**src/rtl/bpd_pkg.sv**
```systemverilog
package bpd_pkg;
   // Storage state of one logical group
   typedef enum logic [1:0] {
      GT_EMPTY = 2'd0,   // not yet committed
      GT_HIT   = 2'd1,   // packed in compressed array
      GT_MISS  = 2'd2,   // full width in backup array
      GT_LOST  = 2'd3    // missed while backup array was full
   } grp_tag_e;
endpackage

```
**src/rtl/bpd_delta_fit.sv**
```systemverilog
module bpd_delta_fit #(
   parameter int SAMPLE_W = 16,
   parameter int GROUP_N  = 4,
   localparam int DH      = SAMPLE_W / 2,
   localparam int DQ      = SAMPLE_W / 4
) (
   input  logic [GROUP_N*SAMPLE_W-1:0] grp_flat,
   input  logic                        quarter,
   output logic                        hit,
   output logic [(GROUP_N-1)*DH-1:0]   deltas
);
   localparam int DW = SAMPLE_W + 1;

   logic [GROUP_N-2:0] fit_h;
   logic [GROUP_N-2:0] fit_q;
   logic [SAMPLE_W-1:0] s0;

   assign s0 = grp_flat[SAMPLE_W-1:0];

   for (genvar k = 1; k < GROUP_N; k++) begin : g_lane
      logic [SAMPLE_W-1:0] sk;
      logic [DW-1:0]       diff;
      assign sk   = grp_flat[k*SAMPLE_W +: SAMPLE_W];
      // one extra bit so full-scale differences do not wrap
      assign diff = {sk[SAMPLE_W-1], sk} - {s0[SAMPLE_W-1], s0};
      assign fit_h[k-1] = (&diff[DW-1:DH-1]) | ~(|diff[DW-1:DH-1]);
      assign fit_q[k-1] = (&diff[DW-1:DQ-1]) | ~(|diff[DW-1:DQ-1]);
      assign deltas[(k-1)*DH +: DH] = diff[DH-1:0];
   end

   assign hit = quarter ? (&fit_q) : (&fit_h);
endmodule

```
**src/rtl/bpd_packer.sv**
```systemverilog
module bpd_packer #(
   parameter int SAMPLE_W = 16,
   parameter int GROUP_N  = 4,
   parameter int GROUPS   = 16,
   localparam int LANE_W  = $clog2(GROUP_N),
   localparam int GRP_W   = $clog2(GROUPS),
   localparam int FILL_W  = $clog2(GROUPS + 1)
) (
   input  logic                        clk,
   input  logic                        rst,
   input  logic                        in_valid,
   input  logic [SAMPLE_W-1:0]         in_data,
   output logic                        in_ready,
   output logic                        stg_valid,
   output logic [GRP_W-1:0]            stg_group,
   output logic [GROUP_N*SAMPLE_W-1:0] stg_flat
);
   logic [LANE_W-1:0]               lane_q;
   logic [FILL_W-1:0]               fill_q;
   logic [(GROUP_N-1)*SAMPLE_W-1:0] hold_q;
   logic                            accept;
   logic                            last;

   assign in_ready = (fill_q != FILL_W'(GROUPS));
   assign accept   = in_valid & in_ready;
   assign last     = (lane_q == LANE_W'(GROUP_N - 1));

   always_ff @(posedge clk) begin
      if (rst) begin
         lane_q    <= '0;
         fill_q    <= '0;
         stg_valid <= 1'b0;
      end else begin
         stg_valid <= accept & last;
         if (accept) begin
            if (last) begin
               lane_q <= '0;
               fill_q <= fill_q + FILL_W'(1);
            end else begin
               lane_q <= lane_q + LANE_W'(1);
            end
         end
      end
   end

   // data path, no reset needed
   always_ff @(posedge clk) begin
      if (accept) begin
         if (last) begin
            stg_flat  <= {in_data, hold_q};
            stg_group <= fill_q[GRP_W-1:0];
         end else begin
            for (int k = 0; k < GROUP_N - 1; k++)
               if (lane_q == LANE_W'(k))
                  hold_q[k*SAMPLE_W +: SAMPLE_W] <= in_data;
         end
      end
   end
endmodule

```
**src/rtl/bpd_lane_decode.sv**
```systemverilog
module bpd_lane_decode #(
   parameter int SAMPLE_W = 16,
   parameter int GROUP_N  = 4,
   localparam int DH      = SAMPLE_W / 2,
   localparam int DQ      = SAMPLE_W / 4,
   localparam int CW      = SAMPLE_W + (GROUP_N - 1) * DH,
   localparam int LANE_W  = $clog2(GROUP_N)
) (
   input  logic [CW-1:0]       entry,
   input  logic [LANE_W-1:0]   lane,
   input  logic                quarter,
   output logic [SAMPLE_W-1:0] value
);
   function automatic logic [SAMPLE_W-1:0] widen(input logic [DH-1:0] f,
                                                 input logic q);
      if (q) return {{(SAMPLE_W-DQ){f[DQ-1]}}, f[DQ-1:0]};
      return {{(SAMPLE_W-DH){f[DH-1]}}, f};
   endfunction

   logic [SAMPLE_W-1:0] base;
   assign base = entry[SAMPLE_W-1:0];

   always_comb begin
      value = base;
      for (int k = 1; k < GROUP_N; k++)
         if (lane == LANE_W'(k))
            value = base + widen(entry[SAMPLE_W + (k-1)*DH +: DH], quarter);
   end
endmodule

```
**src/rtl/bpd_sample_store.sv**
```systemverilog
module bpd_sample_store
   import bpd_pkg::*;
#(
   parameter int SAMPLE_W     = 16,
   parameter int GROUP_N      = 4,
   parameter int GROUPS       = 16,
   parameter int BACKUP_SLOTS = 4,
   localparam int LANE_W      = $clog2(GROUP_N),
   localparam int GRP_W       = $clog2(GROUPS),
   localparam int IDX_W       = LANE_W + GRP_W,
   localparam int CNT_W       = $clog2(GROUPS + 1)
) (
   input  logic                clk,
   input  logic                rst,
   input  logic                quarter_mode,
   input  logic                in_valid,
   input  logic [SAMPLE_W-1:0] in_data,
   output logic                in_ready,
   input  logic                rd_req,
   input  logic [IDX_W-1:0]    rd_index,
   output logic                rd_valid,
   output logic [SAMPLE_W-1:0] rd_data,
   output logic                overflow,
   output logic [CNT_W-1:0]    hit_count,
   output logic [CNT_W-1:0]    miss_count
);
   localparam int DH     = SAMPLE_W / 2;
   localparam int CW     = SAMPLE_W + (GROUP_N - 1) * DH;
   localparam int RW     = GROUP_N * SAMPLE_W;
   localparam int SLOT_W = (BACKUP_SLOTS > 1) ? $clog2(BACKUP_SLOTS) : 1;
   localparam int PTR_W  = $clog2(BACKUP_SLOTS + 1);

   // elaboration-time parameter checks
   initial begin
      assert (SAMPLE_W >= 8 && SAMPLE_W % 4 == 0)
         else $error("SAMPLE_W must be a multiple of 4, at least 8");
      assert (GROUP_N >= 2 && (GROUP_N & (GROUP_N - 1)) == 0)
         else $error("GROUP_N must be a power of two, at least 2");
      assert (GROUPS >= 2 && (GROUPS & (GROUPS - 1)) == 0)
         else $error("GROUPS must be a power of two, at least 2");
      assert (BACKUP_SLOTS >= 1 && BACKUP_SLOTS <= GROUPS)
         else $error("BACKUP_SLOTS must lie in 1..GROUPS");
   end

   // ---------------- write side ----------------
   logic                  stg_valid;
   logic [GRP_W-1:0]      stg_group;
   logic [RW-1:0]         stg_flat;
   logic                  fit_hit;
   logic [CW-SAMPLE_W-1:0] fit_deltas;

   bpd_packer #(.SAMPLE_W(SAMPLE_W), .GROUP_N(GROUP_N), .GROUPS(GROUPS)) u_pack (
      .clk(clk), .rst(rst), .in_valid(in_valid), .in_data(in_data),
      .in_ready(in_ready), .stg_valid(stg_valid), .stg_group(stg_group),
      .stg_flat(stg_flat)
   );

   bpd_delta_fit #(.SAMPLE_W(SAMPLE_W), .GROUP_N(GROUP_N)) u_fit (
      .grp_flat(stg_flat), .quarter(quarter_mode), .hit(fit_hit),
      .deltas(fit_deltas)
   );

   logic [CW-1:0]     cmp_mem [GROUPS];
   logic [RW-1:0]     bak_mem [BACKUP_SLOTS];
   logic [SLOT_W-1:0] slot_q  [GROUPS];
   grp_tag_e          tag_q   [GROUPS];
   logic [PTR_W-1:0]  bak_ptr_q;
   logic              bak_free;

   assign bak_free = (bak_ptr_q != PTR_W'(BACKUP_SLOTS));

   always_ff @(posedge clk) begin
      if (rst) begin
         for (int g = 0; g < GROUPS; g++) tag_q[g] <= GT_EMPTY;
         bak_ptr_q  <= '0;
         overflow   <= 1'b0;
         hit_count  <= '0;
         miss_count <= '0;
      end else if (stg_valid) begin
         if (fit_hit) begin
            tag_q[stg_group] <= GT_HIT;
            hit_count        <= hit_count + CNT_W'(1);
         end else begin
            miss_count <= miss_count + CNT_W'(1);
            if (bak_free) begin
               tag_q[stg_group] <= GT_MISS;
               bak_ptr_q        <= bak_ptr_q + PTR_W'(1);
            end else begin
               tag_q[stg_group] <= GT_LOST;
               overflow         <= 1'b1;
            end
         end
      end
   end

   always_ff @(posedge clk) begin
      if (stg_valid && fit_hit)
         cmp_mem[stg_group] <= {fit_deltas, stg_flat[SAMPLE_W-1:0]};
      if (stg_valid && !fit_hit && bak_free) begin
         bak_mem[bak_ptr_q[SLOT_W-1:0]] <= stg_flat;
         slot_q[stg_group]              <= bak_ptr_q[SLOT_W-1:0];
      end
   end

   // ---------------- read side ----------------
   logic              r1_valid;
   grp_tag_e          r1_tag;
   logic [SLOT_W-1:0] r1_slot;
   logic [GRP_W-1:0]  r1_grp;
   logic [LANE_W-1:0] r1_lane;

   always_ff @(posedge clk) begin
      if (rst) r1_valid <= 1'b0;
      else     r1_valid <= rd_req;
   end

   always_ff @(posedge clk) begin
      if (rd_req) begin
         r1_tag  <= tag_q[rd_index[IDX_W-1:LANE_W]];
         r1_slot <= slot_q[rd_index[IDX_W-1:LANE_W]];
         r1_grp  <= rd_index[IDX_W-1:LANE_W];
         r1_lane <= rd_index[LANE_W-1:0];
      end
   end

   // only the section holding the group is enabled
   logic                cmp_en, bak_en;
   logic [CW-1:0]       cmp_rd;
   logic [RW-1:0]       bak_rd;
   logic [SAMPLE_W-1:0] dec_val, raw_val, next_val;

   assign cmp_en = r1_valid && (r1_tag == GT_HIT);
   assign bak_en = r1_valid && (r1_tag == GT_MISS);
   assign cmp_rd = cmp_en ? cmp_mem[r1_grp] : '0;
   assign bak_rd = bak_en ? bak_mem[r1_slot] : '0;

   bpd_lane_decode #(.SAMPLE_W(SAMPLE_W), .GROUP_N(GROUP_N)) u_dec (
      .entry(cmp_rd), .lane(r1_lane), .quarter(quarter_mode), .value(dec_val)
   );

   always_comb begin
      raw_val = '0;
      for (int k = 0; k < GROUP_N; k++)
         if (r1_lane == LANE_W'(k)) raw_val = bak_rd[k*SAMPLE_W +: SAMPLE_W];
   end

   assign next_val = cmp_en ? dec_val : (bak_en ? raw_val : '0);

   always_ff @(posedge clk) begin
      if (rst) begin
         rd_valid <= 1'b0;
         rd_data  <= '0;
      end else begin
         rd_valid <= r1_valid;
         rd_data  <= next_val;
      end
   end

   // ---------------- assertions ----------------
   logic [1:0] warm_q;
   always_ff @(posedge clk) begin
      if (rst)                 warm_q <= '0;
      else if (warm_q != 2'd2) warm_q <= warm_q + 2'd1;
   end

   p_fixed_latency_r5: assert property (@(posedge clk) disable iff (rst)
      (warm_q == 2'd2) |-> (rd_valid == $past(rd_req, 2)));

   p_hit_section_r2: assert property (@(posedge clk) disable iff (rst)
      cmp_en |-> (tag_q[r1_grp] == GT_HIT));

   p_backup_section_r4: assert property (@(posedge clk) disable iff (rst)
      bak_en |-> (tag_q[r1_grp] == GT_MISS));

   p_single_commit_r7: assert property (@(posedge clk) disable iff (rst)
      (warm_q != 2'd0) |-> !((hit_count != $past(hit_count)) &&
                             (miss_count != $past(miss_count))));

   p_overflow_sticky_r8: assert property (@(posedge clk) disable iff (rst)
      overflow |=> overflow);

   p_drop_when_full_r8: assert property (@(posedge clk) disable iff (rst)
      $rose(overflow) |-> (bak_ptr_q == PTR_W'(BACKUP_SLOTS)));

   p_full_blocks_r9: assert property (@(posedge clk) disable iff (rst)
      (({1'b0, hit_count} + {1'b0, miss_count}) == (CNT_W+1)'(GROUPS))
         |-> !in_ready);
endmodule

```
**config.mk**
```make
export PLATFORM = sky130hd
export DESIGN_NAME = bpd_sample_store
export DESIGN_NICKNAME = d
export VERILOG_FILES = /design/src/rtl/bpd_pkg.sv /design/src/rtl/bpd_delta_fit.sv /design/src/rtl/bpd_packer.sv /design/src/rtl/bpd_lane_decode.sv /design/src/rtl/bpd_sample_store.sv
export SDC_FILE = /design/constraint.sdc
export NUM_CORES = 1
export LEC_CHECK = 0
export ABC_CLOCK_PERIOD_IN_PS = 7800
export CAP_MARGIN = 20
export CORE_ASPECT_RATIO = 1.2
export CORE_MARGIN = 3
export CORE_UTILIZATION = 35
export CTS_CLUSTER_SIZE = 8
export DETAILED_ROUTE_END_ITERATION = 16
export PLACE_DENSITY = 0.54
export SYNTH_ARGS = -nofsm -noshare
export SYNTH_HDL_FRONTEND = slang
export SYNTH_SLANG_ARGS = --single-unit
```
**constraint.sdc**
```tcl
create_clock -name clk -period 7.8 [get_ports clk]
set_clock_uncertainty 0.15 [all_clocks]
set_input_delay 1.95 -clock clk [delete_from_list [all_inputs] [get_ports clk]]
set_output_delay 1.95 -clock clk [all_outputs]
set_load 0.02 [all_outputs]
```
==> results.toml <==
[critical_path]
worstPathMaxFanout = 26
crit_path_cell_trace = "ha_1 > fa_1 > nand2b_1 > a21oi_1 > o21ai_0 > a21oi_1 > xor2_1 > or4b_1 > or2_2 > a211oi_1 > a22o_2 > nand2_1 > buf_4 > nor2_4 > buf_4"
cpPeakStageDelay_ns = 0.72
critPathKind = "flop to flop"
critPathArrivalTime_ns = 6.77
required_ns = 8.11
slowest_stage = "edfxtp_1"
crit_family = "compound AO/OA/AOI/OAI gates"
cp-end-kind = "flop"
cp.buffers_inverters = 2
critPathLaunchType = "flop"

[drt]
viasPerCell = 5.39
postRouteAntennaNets = 0
wire_per_inst_um = 26.2
drt_wl_total_um = 123000
vias = 25300
drtPass1Iterations = 6
drc = 0
drtIter0Drc = 2052

[placement]
placedCellCount = 4444
place_ws_ns = 1.28
dpl_cell_area_um2 = 51300
place.gp.congestion = 0.858
portBuffers = 55
place_hpwl_um = 75200

[yosys]
avgSynthCellArea_um2 = 18.3
yosys.area_share.simple = 0.0495
synth_cells = 2621
synth_commonest_cells = "1086 x edfxtp_1, 307 x mux4_2, 150 x nor2_1"
synth-edff-count = 1086
synth_nets = 2759
synthXorXnorAreaFrac = 0.0137
ys_top_cells_by_area = "edfxtp_1 68%, mux4_2 14%, ha_1 2.7%"
synth_most_common_cell = "edfxtp_1"
synth_fa_ha_area_frac = 0.0299
yosys_warnings = 0
synth.mux.area_fraction = 0.149
yosys_register_bits = 1130
synth_top_family_by_area = "multiplexers"
netlist_area_um2 = 47900
synthFlopType = "edfxtp_1"
synth_top_area_share = 0.681
synth_cell_types = 78
yosys.area.top_type = "edfxtp_1"
synth_compound_area_frac = 0.0431
async_reset_ff_frac = 0
synth_seq_area_share = 0.699

[timing]
finalSetupViolations = 0
hold_viol_final = 0
tns_ns = 0
final.min_clock_period_ns = 6.46
fin_hold_ws_ns = 0.249
worst_slack_ns = 1.34
rsz0062_at_grt = "no"
worst_slew_pin_slew_ns = 1.05
slew_headroom = 0.296
clock.fmax_ghz = 0.155
post-route-period-util = 0.828
slew_viol_final = 0

[global_routing]
grt_pass1_vias = 26900
grt_overflow = 0
grt_pass1_wl_um = 180000
grtUsageTotal = 0.175
antenna_found_initial = 6
grt_max_degree = 65

[finish]
nets = 2945
fin_util = 0.411
stdcell_count = 4693
diodes = 0
finalInstanceArea_um2 = 55800
synthToLayoutAreaGrowth_pct = 16.6
drive_above_1_share = 0.213

[die]
initial_core_util = 0.353
core_um2 = 136000
die_w_um = 344
fp-row-count = 148
io_pins = 56
die-height_um = 411
dieArea_um2 = 141000

[job]
maxCapViolCount = 0

[cts]
clk_latency_ns = 0.76
cts_tree = "built"
htree_levels = 4
clock_path_buffers = 3
cts_buffers = 159
cts.reportedPaths.clkPinSlew_ns = 0.05
postCtsSetupRepairBufs = 0
cts_sinks = 1130
cts_root_buf = "clkbuf_16"
cts-resized-gates = 0
postCtsHoldBufs = 0

[worst_hold_path]
hold_path_class = "flop to flop"

[power]
vdd_drop_max_mv = 0.211
power_leakage_nw = 18.2
power_density_nw_per_um2 = 243
p_total_mw = 13.6

[run_status]
status = "completed"
-- where the power goes --
group	total (mW)	switching [mW]	internal [mW]
combinational	0.714	0.372	0.342
clock	6.21	2.45	3.76
sequential	6.67	0.0440	6.63
total	13.6	2.86	10.7
-- path summary, 6_finish.rpt --
| path | from | end | slack, ns | cells past startpoint |
|---|---|---|---|---|
| worst min register to register | u_pack.hold_q[1] | u_pack.stg_flat[1] | 0.25 | 0 |
| worst max register to register | u_pack.stg_flat[0] | cmp_mem[2][1] | 1.34 | 15 |
| worst max-delay path | u_pack.stg_flat[0] | cmp_mem[2][1] | 1.34 | 15 |
| worst min-delay path | u_pack.hold_q[1] | u_pack.stg_flat[1] | 0.25 | 0 |
-- cell type report --
cell class / count / area (um^2)
inverter: 76 / 285
multi-input combinational: 1306 / 13800
fill: 12000 / 79900
tap: 1800 / 2250
clock inverter: 13 / 180
timing repair buffer: 134 / 1510
clock buffer: 234 / 4290
sequential: 1130 / 33500
-- cell families after synthesis --
| family | after synthesis |
|---|---|
| AND/OR/NAND/NOR | 478 |
| flip-flops | 1130 |
| adder cells (fa/ha/maj) | 111 |
| XOR/XNOR | 75 |
| buffers and inverters | 185 |
| AO/OA/AOI/OAI | 314 |
| multiplexers | 328 |
-- cell usage in the layout, fill, tap and decap left out, types with 48 or more instances in the layout --
cell type        Yosys  final
clkbuf_1            65     73
edfxtp_1          1086   1086
xnor2_1             59     58
ha_1               105    105
mux4_2             307    307
clkdlybuf4s50_1      0     54
buf_4                1     48
a21oi_1             91     91
nor2_1             150    133
o21ai_0             68     68
nand2b_1            50     50
nand2_1             87     87
inv_1               76     75
clkbuf_16            0    160
-- state kept, by name (all words and copies together), names as in the netlist, named ones only --
name	count
r1_slot	2
r1_valid	1
cmp_mem	640
bak_ptr_q	3
u_pack.lane_q	2
u_pack.fill_q	5
miss_count	5
u_pack.hold_q	48
rd_valid	1
r1_lane	2
rd_data	16
slot_q	32
r1_tag	2
tag_q	32
u_pack.stg_flat	64
r1_grp	4
u_pack.stg_group	4
bak_mem	256
hit_count	5
u_pack.stg_valid	1
overflow	1
-- worst reg2reg max path: cells and delay by family, from the launching register on --
family / cells / cell delay, ns
AO/OA/AOI/OAI: 5 / 2.09
XOR/XNOR: 1 / 0.23
adder cells (fa/ha/maj): 2 / 0.81
buffers and inverters: 2 / 0.58
flip-flops: 1 / 0.72
AND/OR/NAND/NOR: 5 / 1.61
-- routing by layer --
layer	wire length (um)	global-route usage
met5	13	0
met1	49900	0.220
met3	5070	0.0277
met2	64700	0.312
met4	3070	0.0530
No activity file was read; power rests on OpenSTA's default activity.
